--- src/rtl/dfb_pkg.sv ---
package dfb_pkg;
  localparam int unsigned NBUF = 2;
  localparam int unsigned IDX_W = $clog2(NBUF);
  typedef logic [IDX_W-1:0] buf_idx_t;
  typedef enum logic { CAP_IDLE = 1'b0, CAP_RUN = 1'b1 } cap_state_e;
endpackage

--- src/rtl/dfb_slot_bank.sv ---
module dfb_slot_bank
  import dfb_pkg::*;
#(
  parameter int unsigned SEQ_W = 4
) (
  input  logic            clk,
  input  logic            rst_n,
  input  logic            clr_en,
  input  buf_idx_t        clr_idx,
  input  logic            fill_en,
  input  buf_idx_t        fill_idx,
  output logic [NBUF-1:0] slot_valid,
  output buf_idx_t        newest_idx,
  output logic            any_valid
);
  logic [SEQ_W-1:0] seq_q, seq_d;
  logic [SEQ_W-1:0] tag_arr [NBUF];
  logic [SEQ_W-1:0] tag_diff;
  logic             second_newer;

  generate
    for (genvar g = 0; g < NBUF; g++) begin : g_slot
      logic             v_q, v_d;
      logic [SEQ_W-1:0] t_q, t_d;
      logic             hit_fill, hit_clr, upd;

      always_comb begin
        hit_fill = fill_en && (fill_idx == buf_idx_t'(g));
        hit_clr  = clr_en && (clr_idx == buf_idx_t'(g));
        upd      = hit_fill || hit_clr;
        v_d      = v_q;
        t_d      = t_q;
        if (hit_fill) begin
          v_d = 1'b1;
          t_d = seq_q;
        end else if (hit_clr) begin
          v_d = 1'b0;
        end
      end

      always_ff @(posedge clk or negedge rst_n) begin
        if (!rst_n) begin
          v_q <= 1'b0;
          t_q <= '0;
        end else if (upd) begin
          v_q <= v_d;
          t_q <= t_d;
        end
      end

      assign slot_valid[g] = v_q;
      assign tag_arr[g]    = t_q;

      a_r2_fill_marks_valid: assert property (@(posedge clk) disable iff (!rst_n)
        (fill_en && fill_idx == buf_idx_t'(g)) |=> v_q);
    end
  endgenerate

  always_comb begin
    seq_d = seq_q + SEQ_W'(1);
  end

  always_ff @(posedge clk or negedge rst_n) begin
    if (!rst_n) seq_q <= '0;
    else if (fill_en) seq_q <= seq_d;
  end

  always_comb begin
    tag_diff     = tag_arr[1] - tag_arr[0];
    second_newer = (tag_diff != '0) && !tag_diff[SEQ_W-1];
    any_valid    = |slot_valid;
    if (&slot_valid) newest_idx = buf_idx_t'(second_newer);
    else             newest_idx = buf_idx_t'(slot_valid[1]);
  end

  a_r2_clear_drops_valid: assert property (@(posedge clk) disable iff (!rst_n)
    (clr_en && !fill_en && clr_idx == '0) |=> !slot_valid[0]);
endmodule

--- src/rtl/dfb_read_ctrl.sv ---
module dfb_read_ctrl
  import dfb_pkg::*;
(
  input  logic     clk,
  input  logic     rst_n,
  input  logic     rd_req,
  input  logic     rd_done,
  input  logic     any_valid,
  input  buf_idx_t newest_idx,
  output logic     rd_busy,
  output logic     rd_busy_nxt,
  output buf_idx_t rd_sel,
  output logic     rd_grant
);
  logic     busy_q, busy_d;
  buf_idx_t sel_q;
  logic     grant_q;
  logic     accept;

  always_comb begin
    accept = !busy_q && rd_req && any_valid;
    busy_d = accept || (busy_q && !rd_done);
  end

  always_ff @(posedge clk or negedge rst_n) begin
    if (!rst_n) begin
      busy_q  <= 1'b0;
      grant_q <= 1'b0;
      sel_q   <= '0;
    end else begin
      busy_q  <= busy_d;
      grant_q <= accept;
      if (accept) sel_q <= newest_idx;
    end
  end

  assign rd_busy     = busy_q;
  assign rd_busy_nxt = busy_d;
  assign rd_sel      = sel_q;
  assign rd_grant    = grant_q;

  a_r4_grant_single: assert property (@(posedge clk) disable iff (!rst_n)
    rd_grant |=> !rd_grant);
  a_r4_sel_held: assert property (@(posedge clk) disable iff (!rst_n)
    (rd_busy && !rd_grant) |-> $stable(rd_sel));
  a_r5_grant_after_frame: assert property (@(posedge clk) disable iff (!rst_n)
    rd_grant |-> (rd_busy && $past(any_valid)));
  a_r10_no_regrant: assert property (@(posedge clk) disable iff (!rst_n)
    (rd_busy && !rd_done) |=> !rd_grant);
endmodule

--- src/rtl/dfb_write_ctrl.sv ---
module dfb_write_ctrl
  import dfb_pkg::*;
(
  input  logic     clk,
  input  logic     rst_n,
  input  logic     fld_start,
  input  logic     fld_done,
  input  logic     rd_busy,
  input  logic     rd_busy_nxt,
  input  buf_idx_t rd_sel,
  input  logic     any_valid,
  input  buf_idx_t newest_idx,
  output logic     cap_en,
  output buf_idx_t cap_sel,
  output logic     cap_hold,
  output logic     clr_en,
  output buf_idx_t clr_idx,
  output logic     fill_en,
  output buf_idx_t fill_idx
);
  cap_state_e state_q, state_d;
  buf_idx_t   sel_q, target;
  logic       fresh_q, fresh_d;
  logic       hold, start, finish;

  always_comb begin
    hold   = rd_busy && fresh_q;
    start  = (state_q == CAP_IDLE) && fld_start && !hold;
    finish = (state_q == CAP_RUN) && fld_done;
    if (rd_busy)        target = ~rd_sel;
    else if (any_valid) target = ~newest_idx;
    else                target = '0;
    state_d = state_q;
    if (start)  state_d = CAP_RUN;
    if (finish) state_d = CAP_IDLE;
    fresh_d = rd_busy_nxt && (fresh_q || finish);
  end

  always_ff @(posedge clk or negedge rst_n) begin
    if (!rst_n) begin
      state_q <= CAP_IDLE;
      sel_q   <= '0;
      fresh_q <= 1'b0;
    end else begin
      state_q <= state_d;
      fresh_q <= fresh_d;
      if (start) sel_q <= target;
    end
  end

  assign cap_en   = (state_q == CAP_RUN);
  assign cap_sel  = sel_q;
  assign cap_hold = hold;
  assign clr_en   = start;
  assign clr_idx  = target;
  assign fill_en  = finish;
  assign fill_idx = sel_q;

  a_r6_no_write_into_read: assert property (@(posedge clk) disable iff (!rst_n)
    (rd_busy && cap_en) |-> (cap_sel != rd_sel));
  a_r7_hold_blocks_capture: assert property (@(posedge clk) disable iff (!rst_n)
    (cap_hold && !cap_en) |=> !cap_en);
  a_r7_hold_only_when_idle: assert property (@(posedge clk) disable iff (!rst_n)
    cap_hold |-> !cap_en);
  a_r8_hold_clears: assert property (@(posedge clk) disable iff (!rst_n)
    $fell(rd_busy) |-> !cap_hold);
  a_r2_done_stops: assert property (@(posedge clk) disable iff (!rst_n)
    (cap_en && fld_done) |=> !cap_en);
endmodule

--- src/rtl/dfb_arbiter.sv ---
module dfb_arbiter
  import dfb_pkg::*;
#(
  parameter int unsigned SEQ_W = 4
) (
  input  logic clk,
  input  logic rst_n,
  input  logic fld_start,
  input  logic fld_done,
  input  logic rd_req,
  input  logic rd_done,
  output logic cap_en,
  output logic cap_sel,
  output logic cap_hold,
  output logic rd_grant,
  output logic rd_busy,
  output logic rd_sel
);
  logic [NBUF-1:0] slot_valid;
  buf_idx_t        newest_idx, clr_idx, fill_idx, rd_sel_i, cap_sel_i;
  logic            any_valid, clr_en, fill_en, rd_busy_nxt;

  dfb_slot_bank #(.SEQ_W(SEQ_W)) u_bank (
    .clk        (clk),
    .rst_n      (rst_n),
    .clr_en     (clr_en),
    .clr_idx    (clr_idx),
    .fill_en    (fill_en),
    .fill_idx   (fill_idx),
    .slot_valid (slot_valid),
    .newest_idx (newest_idx),
    .any_valid  (any_valid)
  );

  dfb_read_ctrl u_rd (
    .clk         (clk),
    .rst_n       (rst_n),
    .rd_req      (rd_req),
    .rd_done     (rd_done),
    .any_valid   (any_valid),
    .newest_idx  (newest_idx),
    .rd_busy     (rd_busy),
    .rd_busy_nxt (rd_busy_nxt),
    .rd_sel      (rd_sel_i),
    .rd_grant    (rd_grant)
  );

  dfb_write_ctrl u_wr (
    .clk         (clk),
    .rst_n       (rst_n),
    .fld_start   (fld_start),
    .fld_done    (fld_done),
    .rd_busy     (rd_busy),
    .rd_busy_nxt (rd_busy_nxt),
    .rd_sel      (rd_sel_i),
    .any_valid   (any_valid),
    .newest_idx  (newest_idx),
    .cap_en      (cap_en),
    .cap_sel     (cap_sel_i),
    .cap_hold    (cap_hold),
    .clr_en      (clr_en),
    .clr_idx     (clr_idx),
    .fill_en     (fill_en),
    .fill_idx    (fill_idx)
  );

  assign rd_sel  = rd_sel_i[0];
  assign cap_sel = cap_sel_i[0];

  a_r1_reset_quiet: assert property (@(posedge clk) disable iff (!rst_n)
    $rose(rst_n) |-> (!cap_en && !rd_busy && !rd_grant));
endmodule

--- config.mk ---
export PLATFORM = sky130hd
export DESIGN_NAME = dfb_arbiter
export DESIGN_NICKNAME = d
export VERILOG_FILES = /design/src/rtl/dfb_pkg.sv /design/src/rtl/dfb_slot_bank.sv /design/src/rtl/dfb_read_ctrl.sv /design/src/rtl/dfb_write_ctrl.sv /design/src/rtl/dfb_arbiter.sv
export SDC_FILE = /design/constraint.sdc
export NUM_CORES = 1
export LEC_CHECK = 0
export CORE_MARGIN = 4
export CORE_UTILIZATION = 60
export CTS_BUF_LIST = sky130_fd_sc_hd__clkbuf_4
export DETAILED_ROUTE_END_ITERATION = 10
export PLACE_DENSITY_LB_ADDON = 0.1
export SYNTH_ARGS = -nofsm -noshare
export SYNTH_HDL_FRONTEND = slang
export SYNTH_SLANG_ARGS = --single-unit
--- constraint.sdc ---
create_clock -name clk -period 5.5 [get_ports clk]
set_clock_uncertainty 0.05 [all_clocks]
set_input_delay 1.1 -clock clk [delete_from_list [all_inputs] [get_ports clk]]
set_output_delay 1.1 -clock clk [all_outputs]
set_load 0.02 [all_outputs]
# == After elaboration in Yosys (flattened, before gate mapping) ==
# Index checks and enable logic that the tools add are counted.
# op_classes
reduce_logical,31
add_sub_neg,2
mux,9
bitwise_logic,5
# op_table
op,n
$logic_and 1x1->1,13
$reduce_and 2->1,5
$mux 1,9
$reduce_bool 2->1,3
$not 1->1,5
$add 4x1->4 const B,1
$logic_not 1->1,4
$logic_or 1x1->1,4
$reduce_bool 4->1,1
$sub 4x4->4,1
$reduce_or 2->1,1
# word_totals
regBits,20
wordCells,58

# == Depth between registers and ports, before layout ==
# logic_depth
ltp_word,11
depth_mapped,8
ltp_nobuf,8

# == Hierarchy ==
# A second synthesis with hierarchy kept.
# unflattened
hier_cells,80
area_unflattened_um2,969.7
# by_module_without_submodules
mod,area_each_um2,seq_area_each_um2,cells_each,instances
dfb_slot_bank,693.2,350.3,57,1
dfb_write_ctrl,153.9,75.1,15,1
dfb_read_ctrl,122.6,75.1,8,1

# == Worst setup path before layout ==
# OpenSTA, ideal clock, no wires.
# synth_path
path_kind,input port to flip-flop
start,input port fld_done
end,register u_bank.g_slot[1].t_q[0]
t_required_ns,5.325
cell_stages,3
t_arrival_ns,1.751
slack_ns,3.574
cell_sequence,and2_1 -> nand2_1 -> mux2_2
# synth_via
elab_chain_cells,4
# synth_lines
item,line_no,rtl
from (decl),dfb_arbiter.sv:9,"input logic fld_done,"
$logic_and 1x1->1 *,dfb_write_ctrl.sv:29,finish = (state_q == CAP_RUN) && fld_done;
$logic_and 1x1->1 *,dfb_slot_bank.sv:28,hit_fill = fill_en && (fill_idx == buf_idx_t'(g));
$logic_or 1x1->1,dfb_slot_bank.sv:30,upd = hit_fill || hit_clr;
$reduce_and 2->1 (no source line) *,n/a,
to (signal assigned),dfb_slot_bank.sv:47,t_q <= t_d;
to (decl),dfb_slot_bank.sv:24,"logic [SEQ_W-1:0] t_q, t_d;"
# Mark *: on every way between the ends. The rest lies on a longest branch, timed or not.
# A chain may end at the register's enable or synchronous reset.

# == Worst setup path in the final report ==
# layout_path
start,register u_rd.busy_q (netlist: u_rd.rd_busy)
end,output port cap_hold
# layout_via
elab_chain_cells,1
# layout_lines
item,line_no,rtl
from (decl),dfb_read_ctrl.sv:15,"logic busy_q, busy_d;"
from (signal assigned),dfb_read_ctrl.sv:31,busy_q <= busy_d;
$logic_and 1x1->1,dfb_write_ctrl.sv:27,hold = rd_busy && fresh_q;
to (decl),dfb_arbiter.sv:14,"output logic cap_hold,"
# Every way passes these cells.

==> results.toml <==
[run_status]
status = "finished, final reports clean"

[clock_network]
post_cts_buffers = 0
ctsLongestPathBuffers = 2
cts-root-buf = "clkbuf_4"
cts_made_buffers = 3
hold_buffers = 0
h-tree-depth = 1
cts-resized-gates = 0
clk_latency_ns = 0.29
clk_transition_reported_paths_ns = 0.11
cts_tree = "done"
cts_sinks = 20

[critical_path]
path_class = "reg2out"
cp_slowest_stage_delay_ns = 0.59
crit_family = "buffers and inverters"
start_kind = "register"
crit_slowest_cell = "clkdlybuf4s50_1"
worst-path-buf-inv = 2
cp-end-kind = "output port"
cp_max_fo = 5
worstPathCellList = "nand2_1 > inv_1 > clkdlybuf4s50_1"
worstPathRequired_ns = 4.35
worstPathArrival_ns = 1.43

[detailed_routing]
dr.pass1.iters = 4
drt_iter0_drc = 14
ant_nets = 0
drc = 0
vias = 652
vias_per_cell = 5.621
wl_per_cell_um = 15.31
wl_mm = 1.776

[die]
die_h_um = 47.86
die_width_um = 47.86
boundaryPins = 12
start_util_pct = 63.29
dieArea_mm2 = 0.002291
rows = 14
core_mm2 = 0.001506

[pwr]
power_mw = 0.6664
power.leakage_nw = 0.5043
p_per_area_mw_per_mm2 = 602.5
worst_ir_drop_vdd_v = 0.0003683

[synth]
synth-warning-count = 0
async_flop_share_pct = 100.0
avgSynthCellArea_um2 = 11.09
synth_edf_count = 0
synth.distinct_cells = 26
netlist_instances = 86
synth_ff_type = "dfrtp_1"
syn_area_um2 = 953.4
synth-seq-cells = 20
syn_nets = 97
yosysSeqAreaShare_pct = 52.49

[timing]
hold_viol = 0
setup_ws_ns = 2.924
final.period_utilization_pct = 46.83
finalMaxSlewViolations = 0
finalCriticalPeriod_ns = 2.576
rsz0062_at_grt = "no"
tightest_slew_ns = 0.8706
achievable-frequency_mhz = 388.2
relSlewSlack_pct = 41.78
setup_viol = 0
fin_tns_setup_ns = 0

[placement]
gp_congestion = 0.6872
hpwl_mm = 1.412
dpl_worst_slack_ns = 2.930
portBuffers = 11

[grt]
grt_pass1_vias = 665
grt_pass1_wl_mm = 2.925
grt_max_degree = 21
antenna_found_initial = 0
grt-ovfl-total = 0
track_usage_pct = 18.73

[layout]
drive_gt1_share_pct = 13.00
nets = 113
area_delta_synth_final_pct = 16.01
final_common_cell = "dfrtp_1"
layout_common_cells = "20 x dfrtp_1, 11 x clkdlybuf4s50_1, 9 x nand2_1, 8 x inv_1, 8 x o21ai_0"
diodes = 0

[job]
maxCapViolations = 0

[min_path]
hp-class = "reg2reg"
cells in the mapped netlist, types with 2 or more instances:
master	count	area (µm²)
nand3_1	2	10.01
mux2_2	7	78.83
o21ai_0	8	40.04
a21oi_1	4	20.02
ha_1	4	50.05
inv_1	8	30.03
xnor2_1	3	26.28
nor2_1	3	11.26
dfrtp_1	20	500.5
o211ai_1	2	15.01
nand2_1	9	33.78
o21a_1	2	15.01
flip-flops by register name, summed over array words and instances (netlist names):
register / cells
u_bank.g_slot.t_q: 8
u_wr.fresh_q: 1
u_rd.rd_grant: 1
u_rd.rd_sel: 1
u_wr.cap_en: 1
u_bank.g_slot.v_q: 2
u_bank.seq_q: 4
u_rd.rd_busy: 1
u_wr.cap_sel: 1
worst paths after layout:
check / slack [ns] / from / end / cells after the start
min in group asynchronous: 1.25 / rst_n / u_bank.g_slot[0].t_q[0] / 1
max: 2.92 / u_rd.rd_busy / cap_hold / 3
max reg2reg: 3.48 / u_bank.g_slot[1].t_q[0] / u_bank.g_slot[0].v_q / 8
min: 0.45 / u_bank.seq_q[3] / u_bank.seq_q[3] / 1
max in group asynchronous: 3.62 / rst_n / u_bank.g_slot[1].t_q[0] / 1
min reg2reg: 0.45 / u_bank.seq_q[3] / u_bank.seq_q[3] / 1
cells by family (layout without fill, tap and decap cells):
group / after synthesis / in the layout / share of synthesized area, %
mux: 8 / 8 / 9.318
simple gates: 22 / 22 / 12.08
fa+ha+maj: 5 / 5 / 7.349
xor+xnor: 4 / 4 / 3.675
buf+inv: 8 / 22 / 3.150
flops: 20 / 20 / 52.49
compound gates: 19 / 19 / 11.94
routing by layer:
layer	vias to the layer above	wire (µm)	GRT usage (%)
met5	-	0	0
met4	0	9	3.763
met3	2	56	3.383
met2	11	925	31.93
met1	314	784	24.94
li1	325	-	-
worst register-to-register path, stage by stage, from the launching register on:
cell and delay [ns]:
dfrtp_1 0.39, inv_1 0.06, ha_1 0.16, inv_1 0.06, fa_1 0.45, nor4b_1 0.35, a21oi_1 0.10, and3_4 0.21
a22oi_2 0.13
final cells by class:
| type | count | area, µm² |
|---|---|---|
| Clock buffer | 3 | 22.52 |
| Fill cell | 116 | 400.4 |
| Inverter | 8 | 30.03 |
| Multi-Input combinational cell | 58 | 422.9 |
| Sequential cell | 20 | 500.5 |
| Tap cell | 16 | 20.02 |
| Timing Repair Buffer | 11 | 110.1 |
power breakdown:
group | switching (mW) | internal (mW) | total (mW)
clock | 0.0405 | 0.0254 | 0.0660
sequential | 0.0587 | 0.211 | 0.270
combinational | 0.166 | 0.164 | 0.330
total | 0.265 | 0.401 | 0.666
metrics by stage:
step | hold slack (ns) | cell area [µm²] | utilization, % | cells
6_report | 0.4487 | 1106 | 73.42 | 116
5_1_grt | 0.4589 | 1106 | 73.42 | 116
4_1_cts | 0.4477 | 1106 | 73.42 | 116
3_5_place_dp | 0.4317 | 1084 | 71.93 | 113
3_3_place_gp | 0.4296 | 1084 | 71.93 | 113
2_1_floorplan | 0.4076 | 953.4 | - | 86
Power figures use the tool's default switching activity.
